[src/rtl/regframe_pkg.sv]
// Shared types and helpers for the register-access frame decoder.
// Assumes a fixed three-byte control word whose layout matches ctl_t.
package regframe_pkg;
    localparam int CTL_BYTES = 3;
    localparam int CTL_W     = CTL_BYTES * 8;
    localparam logic [1:0] LEN_RSVD = 2'b11;

    typedef enum logic [2:0] {
        ST_IDLE, ST_ADDR, ST_CTL, ST_DATA, ST_CRC
    } fsm_t;

    typedef struct packed {
        logic        rd;
        logic        crc_en;
        logic [1:0]  len;
        logic [3:0]  sect;
        logic [3:0]  page;
        logic [11:0] addr;
    } ctl_t;

    // One byte of an MSB-first, non-reflected CRC-8.
    function automatic logic [7:0] crc8_step(input logic [7:0] crc,
                                             input logic [7:0] din,
                                             input logic [7:0] poly);
        logic [7:0] c;
        c = crc ^ din;
        for (int i = 0; i < 8; i++) begin
            c = c[7] ? ((c << 1) ^ poly) : (c << 1);
        end
        return c;
    endfunction
endpackage

[src/rtl/regframe_crc8.sv]
// Running CRC-8 accumulator, advanced one byte per update.
// restart makes the update start from INIT instead of the held value.
module regframe_crc8 #(
    parameter logic [7:0] POLY = 8'h07,
    parameter logic [7:0] INIT = 8'h00
) (
    input  logic       clk,
    input  logic       rst_n,
    input  logic       restart,
    input  logic       update,
    input  logic [7:0] din,
    output logic [7:0] crc
);
    import regframe_pkg::*;

    // Fold the incoming byte into the accumulator.
    always_ff @(posedge clk) begin
        if (!rst_n)      crc <= INIT;
        else if (update) crc <= crc8_step(restart ? INIT : crc, din, POLY);
    end
endmodule

[src/rtl/regframe_ctl_shift.sv]
// Assembles the control word MSB byte first and presents its decoded fields.
// Assumes the caller asserts load exactly once per control byte.
module regframe_ctl_shift (
    input  logic                   clk,
    input  logic                   rst_n,
    input  logic                   load,
    input  logic [7:0]             din,
    output regframe_pkg::ctl_t     fields
);
    import regframe_pkg::*;

    logic [CTL_W-1:0] sh;

    // Shift each control byte in from the bottom.
    always_ff @(posedge clk) begin
        if (!rst_n)    sh <= '0;
        else if (load) sh <= {sh[CTL_W-9:0], din};
    end

    assign fields = ctl_t'(sh);
endmodule

[src/rtl/regframe_data_pack.sv]
// Places data bytes into byte lanes by index, LSB lane first.
// clear zeroes every lane so unused upper lanes read zero.
module regframe_data_pack #(
    parameter int MAX_BYTES = 8,
    parameter int IDX_W     = $clog2(MAX_BYTES)
) (
    input  logic                   clk,
    input  logic                   rst_n,
    input  logic                   clear,
    input  logic                   wr,
    input  logic [IDX_W-1:0]       idx,
    input  logic [7:0]             din,
    output logic [MAX_BYTES*8-1:0] data
);
    for (genvar g = 0; g < MAX_BYTES; g++) begin : g_lane
        // Hold one byte lane; load it when its index comes up.
        always_ff @(posedge clk) begin
            if (!rst_n || clear)                 data[g*8 +: 8] <= '0;
            else if (wr && idx == IDX_W'(g))     data[g*8 +: 8] <= din;
        end
    end
endmodule

[src/rtl/regframe_decoder.sv]
// Register-access frame decoder. Consumes bytes and bus markers from a byte-level
// I2C target front end and emits one request per accepted frame.
// Assumes markers and byte_valid are single-cycle pulses. A marker in the same
// cycle as a byte takes priority and the byte is dropped.
module regframe_decoder #(
    parameter int          TGT_W          = 7,
    parameter int          DATA_MAX_BYTES = 8,
    parameter logic [7:0]  CRC_POLY       = 8'h07,
    parameter logic [7:0]  CRC_INIT       = 8'h00,
    localparam int         DATA_W         = DATA_MAX_BYTES * 8,
    localparam int         IDX_W          = $clog2(DATA_MAX_BYTES),
    localparam int         CNT_W          = IDX_W + 1
) (
    input  logic              clk,
    input  logic              rst_n,
    input  logic [TGT_W-1:0]  own_addr,
    input  logic              start_mark,
    input  logic              stop_mark,
    input  logic              byte_valid,
    input  logic [7:0]        byte_data,
    output logic              req_valid,
    output logic              req_rd,
    output logic              req_crc_en,
    output logic [1:0]        req_len,
    output logic [3:0]        req_sect,
    output logic [3:0]        req_page,
    output logic [11:0]       req_addr,
    output logic [DATA_W-1:0] req_data,
    output logic              crc_err,
    output logic              len_err
);
    import regframe_pkg::*;

    fsm_t             state;
    logic [CNT_W-1:0] cnt;
    logic [CNT_W-1:0] last_idx;
    logic [7:0]       crc_q;
    ctl_t             ctl;
    logic             take;
    logic             addr_ok;

    assign take     = byte_valid && !start_mark && !stop_mark;
    assign addr_ok  = (byte_data[7:1] == own_addr) && !byte_data[0];
    assign last_idx = (CNT_W'(2) << ctl.len) - CNT_W'(1);

    regframe_crc8 #(.POLY(CRC_POLY), .INIT(CRC_INIT)) u_crc (
        .clk     (clk),
        .rst_n   (rst_n),
        .restart (state == ST_ADDR),
        .update  (take && (state == ST_ADDR || state == ST_CTL || state == ST_DATA)),
        .din     (byte_data),
        .crc     (crc_q)
    );

    regframe_ctl_shift u_ctl (
        .clk    (clk),
        .rst_n  (rst_n),
        .load   (take && state == ST_CTL),
        .din    (byte_data),
        .fields (ctl)
    );

    regframe_data_pack #(.MAX_BYTES(DATA_MAX_BYTES), .IDX_W(IDX_W)) u_pack (
        .clk   (clk),
        .rst_n (rst_n),
        .clear (take && state == ST_ADDR && addr_ok),
        .wr    (take && state == ST_DATA),
        .idx   (cnt[IDX_W-1:0]),
        .din   (byte_data),
        .data  (req_data)
    );

    assign req_rd     = ctl.rd;
    assign req_crc_en = ctl.crc_en;
    assign req_len    = ctl.len;
    assign req_sect   = ctl.sect;
    assign req_page   = ctl.page;
    assign req_addr   = ctl.addr;

    // Frame sequencer: walks address, control, data and CRC, and raises the result pulses.
    always_ff @(posedge clk) begin
        if (!rst_n) begin
            state     <= ST_IDLE;
            cnt       <= '0;
            req_valid <= 1'b0;
            crc_err   <= 1'b0;
            len_err   <= 1'b0;
        end else begin
            req_valid <= 1'b0;
            crc_err   <= 1'b0;
            len_err   <= 1'b0;
            if (start_mark) begin
                state <= ST_ADDR;
            end else if (stop_mark) begin
                state <= ST_IDLE;
            end else if (byte_valid) begin
                unique case (state)
                    ST_ADDR: begin
                        cnt   <= '0;
                        state <= addr_ok ? ST_CTL : ST_IDLE;
                    end
                    ST_CTL: begin
                        if (cnt == '0 && byte_data[5:4] == LEN_RSVD) begin
                            len_err <= 1'b1;
                            state   <= ST_IDLE;
                        end else if (cnt == CNT_W'(CTL_BYTES - 1)) begin
                            cnt   <= '0;
                            state <= ST_DATA;
                        end else begin
                            cnt <= cnt + CNT_W'(1);
                        end
                    end
                    ST_DATA: begin
                        if (cnt == last_idx) begin
                            if (ctl.crc_en) begin
                                state <= ST_CRC;
                            end else begin
                                req_valid <= 1'b1;
                                state     <= ST_IDLE;
                            end
                        end else begin
                            cnt <= cnt + CNT_W'(1);
                        end
                    end
                    ST_CRC: begin
                        if (byte_data == crc_q) req_valid <= 1'b1;
                        else                    crc_err   <= 1'b1;
                        state <= ST_IDLE;
                    end
                    default: state <= ST_IDLE;
                endcase
            end
        end
    end


    req_pulse_chk: assert property (@(posedge clk) disable iff (!rst_n)
        req_valid |=> !req_valid);

    req_cause_chk: assert property (@(posedge clk) disable iff (!rst_n)
        req_valid |-> $past(byte_valid));

    upper_zero_chk: assert property (@(posedge clk) disable iff (!rst_n)
        (req_valid && req_len == 2'b00) |-> (req_data[DATA_W-1:16] == '0));

    len_code_chk: assert property (@(posedge clk) disable iff (!rst_n)
        req_valid |-> (req_len != LEN_RSVD));

    len_excl_chk: assert property (@(posedge clk) disable iff (!rst_n)
        len_err |-> (!req_valid && !crc_err));

    crc_excl_chk: assert property (@(posedge clk) disable iff (!rst_n)
        crc_err |-> (!req_valid && req_crc_en));

    stop_abort_chk: assert property (@(posedge clk) disable iff (!rst_n)
        $past(stop_mark) |-> !req_valid);

    start_abort_chk: assert property (@(posedge clk) disable iff (!rst_n)
        $past(start_mark) |-> (!req_valid && !crc_err));
endmodule

[config.mk]
export PLATFORM = sky130hd
export DESIGN_NAME = regframe_decoder
export DESIGN_NICKNAME = d
export VERILOG_FILES = /design/src/rtl/regframe_pkg.sv /design/src/rtl/regframe_crc8.sv /design/src/rtl/regframe_ctl_shift.sv /design/src/rtl/regframe_data_pack.sv /design/src/rtl/regframe_decoder.sv
export SDC_FILE = /design/constraint.sdc
export NUM_CORES = 1
export LEC_CHECK = 0
export ABC_CLOCK_PERIOD_IN_PS = 2800
export CAP_MARGIN = 20
export CORE_MARGIN = 4
export CORE_UTILIZATION = 63
export CTS_CLUSTER_DIAMETER = 60
export DETAILED_ROUTE_END_ITERATION = 16
export DONT_BUFFER_PORTS = 1
export GPL_TIMING_DRIVEN = 0
export PLACE_DENSITY = 0.77
export SLEW_MARGIN = 10
export SYNTH_ARGS = -nofsm -noshare
export SYNTH_HDL_FRONTEND = slang
export SYNTH_SLANG_ARGS = --single-unit
[constraint.sdc]
create_clock -name clk -period 2.8 [get_ports clk]
set_input_delay 0.42 -clock clk [delete_from_list [all_inputs] [get_ports clk]]
set_output_delay 0.42 -clock clk [all_outputs]
set_load 0.01 [all_outputs]
==> results.cfg, run 1 <==
[power]
powerDensity_nw_per_um2 = 529.6
power_frac_comb_pct = 9.0
pwr-share-clk_pct = 35.5
ir_worst_vdd_v = 0.0003203
cell_internal_pwr_mw = 2.041
swShare_pct = 25.33
power.switching_mw = 0.6925
power_mw = 2.734
leakage_nw = 1.901
p_seq_share_pct = 55.5

[finish]
final_nets = 589
multi_input_area_um2 = 2500
final_layout_size_suffix_gt1_share_pct = 6.338
ff_latch_area_um2 = 2122
antennaDiodeCount = 0
fill_cells = 621
utilization_pct = 70.05
synthToLayoutAreaGrowth_pct = 6.891

[route]
wl_per_cell_um = 17.35
vias = 3892
drt_pre_antenna_iters = 5
drc = 0
via_per_inst = 5.835
drtAntennaViolNets = 0
first_iter_violations = 232
routed_wl_um = 11570

[sta]
slew_headroom_pct = 46.02
rsz0062_at_grt = no
final.setup_skew_ns = 0.01583
min_period_over_period_pct = 88.59
fmax_mhz = 403.1
setup_viol = 0
fin_tns_setup_ns = 0
slew_violations = 0
final_hold_viol_count = 0
whs_ns = 0.1787
setup_ws_ns = 0.3194
worstMarginPinSlew_ns = 0.8043
min_period_ns = 2.481

[cts]
cts_root_buffer = clkbuf_8
path_clk_slew_ns = 0.10
cts_setup_buffers = 0
clock-sinks = 106
ctsHoldBuffers = 0
cts-resized-gates = 0
clock_path_buffers = 2
cts_tree = built
cts_buffers = 9
clkLatencyLatePin_ns = 0.36
h-tree-depth = 3

[logic_synthesis]
ys_types = 47
synthTopCellsByArea = dfxtp_1 44%, mux2i_1 11%, nand2_1 6.2%
yosys_warnings = 0
synth_xor_area_share_pct = 7.280
syn_area_um2 = 4830
synth_top_area_share_pct = 43.94
ys_ff_latch = 106
synth_cells = 552
synth_largest_area_cell = dfxtp_1
ys_async_sr_fraction_pct = 0
synth_nets = 578
avgSynthCellArea_um2 = 8.749
synth_top_family_by_area = simple AND/OR/NAND/NOR gates
ys_seq_area_share_pct = 43.94
synth_compound_area_share_pct = 10.65
synthAdderAreaFrac_pct = 1.554
synth_edf_count = 0
synthMuxAreaShare_pct = 11.74
yosys.area_share.simple_pct = 20.54
synth_ff_type = dfxtp_1

[placement]
routabilityCongestion = 0.8891
port_buffers = 0
dp_slack_ns = 0.2525
dp_hpwl_um = 8262

[status]
status = finished clean

[worst_setup_path]
required_ns = 3.03
crit_path_top_delay_cell = o21ai_1
max_stage_delay_ns = 0.66
cp_data_arrival_time_ns = 2.71
crit_fanout = 10
crit_top_cell = clkbuf_1
cp-end-kind = flip-flop
crit_type = reg2reg
crit_chain = clkbuf_1 > nor3b_2 > buf_2 > nand2_1 > o21ai_1 > clkbuf_1 > nor2_1
start_kind = flip-flop

[floorplan]
rows = 31
core_um2 = 7370
ios = 111
die_w_um = 95.56
dieArea_um2 = 9131
chipHeight_um = 95.56
start_util_pct = 65.53

[job]
drv_cap = 0

[global_route]
grt_pass1_vias = 3660
grt_pass1_wl_um = 18060
grt_max_degree = 20
antenna_found_initial = 0
grtUsageTotal_pct = 25.50
globalRouteOverflowTotal = 0

[min_path]
min_path_type = in2reg
[per-stage QoR]
stage                     instance area, um2  instances
final                                   5162        667
after global routing                    5162        667
after CTS                               5162        667
after detailed placement                4954        651
after global placement                  4954        651
after floorplan                         4830        552
[Yosys cell counts, drive strengths merged (2+ instances only)]
| master | n |
|---|---|
| a211oi | 2 |
| a21boi | 29 |
| a21oi | 22 |
| a31oi | 3 |
| and2 | 6 |
| and3 | 3 |
| buf | 11 |
| clkbuf | 32 |
| dfxtp | 106 |
| ha | 6 |
| inv | 7 |
| mux2 | 3 |
| mux2i | 51 |
| nand2 | 80 |
| nand2b | 5 |
| nand3 | 23 |
| nand4 | 6 |
| nor2 | 74 |
| nor2b | 2 |
| nor3 | 10 |
| nor3b | 2 |
| nor4 | 3 |
| o21a | 3 |
| o21ai | 12 |
| or3b | 2 |
| xnor2 | 21 |
| xnor3 | 2 |
| xor2 | 14 |
[path summary, 6_finish.rpt]
path | startpoint | end | slack, ns | cells past startpoint
setup reg to reg | state[1]$_SDFFE_PP0P_ | u_pack.data[8]$_SDFFE_PP0P_ | 0.32 | 7
hold reg to reg | u_pack.data[31]$_SDFFE_PP0P_ | u_pack.data[31]$_SDFFE_PP0P_ | 0.51 | 2
setup / recovery | state[1]$_SDFFE_PP0P_ | u_pack.data[8]$_SDFFE_PP0P_ | 0.32 | 7
hold / removal | start_mark | state[0]$_SDFFE_PN0P_ | 0.18 | 1
[cells by family (layout without fill, tap and decap cells)]
group,count (synthesis),in the layout
fa+ha+maj,6,6
compound gates,78,78
buf+inv,50,66
flops,106,106
simple gates,220,220
xor+xnor,37,37
mux,55,55
[cell usage in the layout (no fill, tap or decap), drive strengths merged, types with 5 or more instances in the layout]
| cell | netlist | routed |
|---|---|---|
| nand2 | 80 | 80 |
| mux2i | 51 | 51 |
| clkbuf | 32 | 42 |
| nand3 | 23 | 23 |
| a21boi | 29 | 29 |
| xnor2 | 21 | 21 |
| dfxtp | 106 | 106 |
| a21oi | 22 | 22 |
| inv | 7 | 9 |
| nor3 | 10 | 10 |
| and2 | 6 | 6 |
| nor2 | 74 | 74 |
| nand4 | 6 | 6 |
| nand2b | 5 | 5 |
| xor2 | 14 | 14 |
| buf | 11 | 11 |
| ha | 6 | 6 |
| o21ai | 12 | 12 |
[power by group through the flow]
stage | sequential, mW | combinational (mW) | clock [mW]
floorplan | 1.55 | 0.189 | 0
global placement | 1.55 | 0.237 | 0
detailed placement | 1.55 | 0.242 | 0
CTS | 1.52 | 0.244 | 0.985
global route | 1.52 | 0.267 | 1.05
finish | 1.52 | 0.246 | 0.970
[cell type report]
type | count | share of cell area, %
buffer | 43 | 3.514
inverter | 7 | 0.5090
tap | 99 | 2.399
clock buffer | 10 | 2.472
clock inverter | 6 | 1.575
sequential | 106 | 41.11
multi-input combinational | 396 | 48.42
[worst max-delay path, delay by kind of cell, from the launching register on]
kind	cells	cell delay [ns]
AOI/OAI and AO/OA	1	0.66
and+or+nand+nor	3	0.49
buffers and inverters	3	0.88
DFF	1	0.31
[state kept, by name, indices dropped and copies added, names as in the netlist]
register      count
u_pack.data      64
state             3
u_ctl.fields     24
len_err           1
u_crc.crc         8
req_valid         1
crc_err           1
cnt               4
[per-layer routing]
layer	vias up	track usage [%]	share of wire [%]	routed length (um)
li1	1876	-	-	-
met1	1854	33.04	42	4848
met2	149	41.00	47	5493
met3	13	7.103	9.5	1103
met4	0	8.412	1.1	124
met5	-	0	0	0
No activity file was read; power rests on OpenSTA's default activity.
==> run 2: changes to the inputs <==
--- a/config.mk
+++ b/config.mk
@@ -7,6 +7,7 @@
 export LEC_CHECK = 0
 export ABC_CLOCK_PERIOD_IN_PS = 2800
 export CAP_MARGIN = 20
+export CORE_ASPECT_RATIO = 0.9
 export CORE_MARGIN = 4
 export CORE_UTILIZATION = 63
 export CTS_CLUSTER_DIAMETER = 60
==> results.cfg, run 2 (same netlist as run 1, synthesis figures left out) <==
[status]
status = finished clean

[sta]
slew_violations = 0
rsz0062_at_grt = no
whs_ns = 0.1802
slew_headroom_pct = 38.53
fmax_mhz = 387.3
worstMarginPinSlew_ns = 0.9159
setup_ws_ns = 0.2178
final.setup_skew_ns = 0.01655
min_period_over_period_pct = 92.22
min_period_ns = 2.582
setup_viol = 0
fin_tns_setup_ns = 0
final_hold_viol_count = 0

[worst_setup_path]
crit_type = reg2reg
path_buf_inv = 3
crit_fanout = 10
crit_path_top_delay_cell = o21ai_1
cp_data_arrival_time_ns = 2.82
start_kind = flip-flop
required_ns = 3.03
max_stage_delay_ns = 0.74
crit_top_cell = buf_2
crit_chain = buf_2 > nor3b_2 > buf_2 > nand2_1 > o21ai_1 > clkbuf_1 > nor2_1
cp-end-kind = flip-flop
critPathTopFamily = buffers and inverters

[floorplan]
rows = 30
core_um2 = 7507
start_util_pct = 64.33
dieArea_um2 = 9133
ios = 111
die_w_um = 100.3
chipHeight_um = 91.07

[cts]
clock_path_buffers = 2
h-tree-depth = 3
clock-sinks = 106
path_clk_slew_ns = 0.10
cts_setup_buffers = 0
cts_root_buffer = clkbuf_8
clkLatencyLatePin_ns = 0.37
cts-resized-gates = 0
ctsHoldBuffers = 0
cts_buffers = 9
cts_tree = built

[power]
leakage_nw = 1.903
ir_worst_vdd_v = 0.0003546
powerDensity_nw_per_um2 = 526.0

[global_route]
antenna_found_initial = 0
grt_max_degree = 21
grt_pass1_wl_um = 18570
grtUsageTotal_pct = 25.42
grt_pass1_vias = 3726
globalRouteOverflowTotal = 0

[placement]
dp_hpwl_um = 8315
port_buffers = 0
dpl.cell_count = 648
dp_slack_ns = 0.2369
routabilityCongestion = 0.9069

[finish]
final_common_cell = dfxtp_1
largest_reg_flops = 64
top_register = u_pack.data
layout_common_cells = 106 x dfxtp_1, 80 x nand2_1, 74 x nor2_1
antennaDiodeCount = 0
ff_latch_area_um2 = 2122
final_nets = 589
synthToLayoutAreaGrowth_pct = 6.839
final_layout_size_suffix_gt1_share_pct = 6.514
multi_input_area_um2 = 2500
final_cell_count_no_fill = 664
fill_cells = 619

[route]
via_per_inst = 5.700
drtAntennaViolNets = 0
wl_per_cell_um = 17.65
drt_pre_antenna_iters = 4
first_iter_violations = 184
drc = 0
vias = 3785
routed_wl_um = 11720

[min_path]
min_path_type = in2reg

[job]
drv_cap = 0
run 2: layout make-up:
type / instances / share of cell area [%]
clock buffer: 10 / 2.667
clock inverter: 6 / 1.406
multi-input combinational: 396 / 48.45
sequential: 106 / 41.13
buffer: 43 / 3.516
inverter: 7 / 0.5092
tap: 96 / 2.328
run 2: final timing paths:
| kind | startpoint | endpoint | slack, ns | cells after the start |
|---|---|---|---|---|
| max | state[0]$_SDFFE_PN0P_ | u_pack.data[54]$_SDFFE_PP0P_ | 0.22 | 7 |
| min | start_mark | state[0]$_SDFFE_PN0P_ | 0.18 | 1 |
| max reg2reg | state[0]$_SDFFE_PN0P_ | u_pack.data[54]$_SDFFE_PP0P_ | 0.22 | 7 |
| min reg2reg | u_pack.data[63]$_SDFFE_PP0P_ | u_pack.data[63]$_SDFFE_PP0P_ | 0.51 | 2 |
run 2: report_power, final:
| group | internal, mW | switching (mW) |
|---|---|---|
| registers | 1.51 | 0.00416 |
| logic | 0.0966 | 0.148 |
| clock network | 0.379 | 0.572 |
| total | 1.99 | 0.725 |
run 2: metal layers:
layer | global-route usage (%) | share of wire (%) | up-vias | routed length [um]
met2 | 41.23 | 48 | 130 | 5641
li1 | - | - | 1868 | -
met5 | 0 | 0 | - | 0
met1 | 32.61 | 43 | 1779 | 5011
met4 | 5.948 | 0.66 | 0 | 77
met3 | 8.602 | 8.4 | 8 | 989
run 2: per-stage QoR:
stage | total power [mW] | util (%) | area, um2
floorplan | 1.740 | - | 4830
global placement | 1.789 | 65.93 | 4950
detailed placement | 1.794 | 65.93 | 4950
CTS | 2.731 | 68.73 | 5160
global route | 2.823 | 68.73 | 5160
finish | 2.714 | 68.73 | 5160
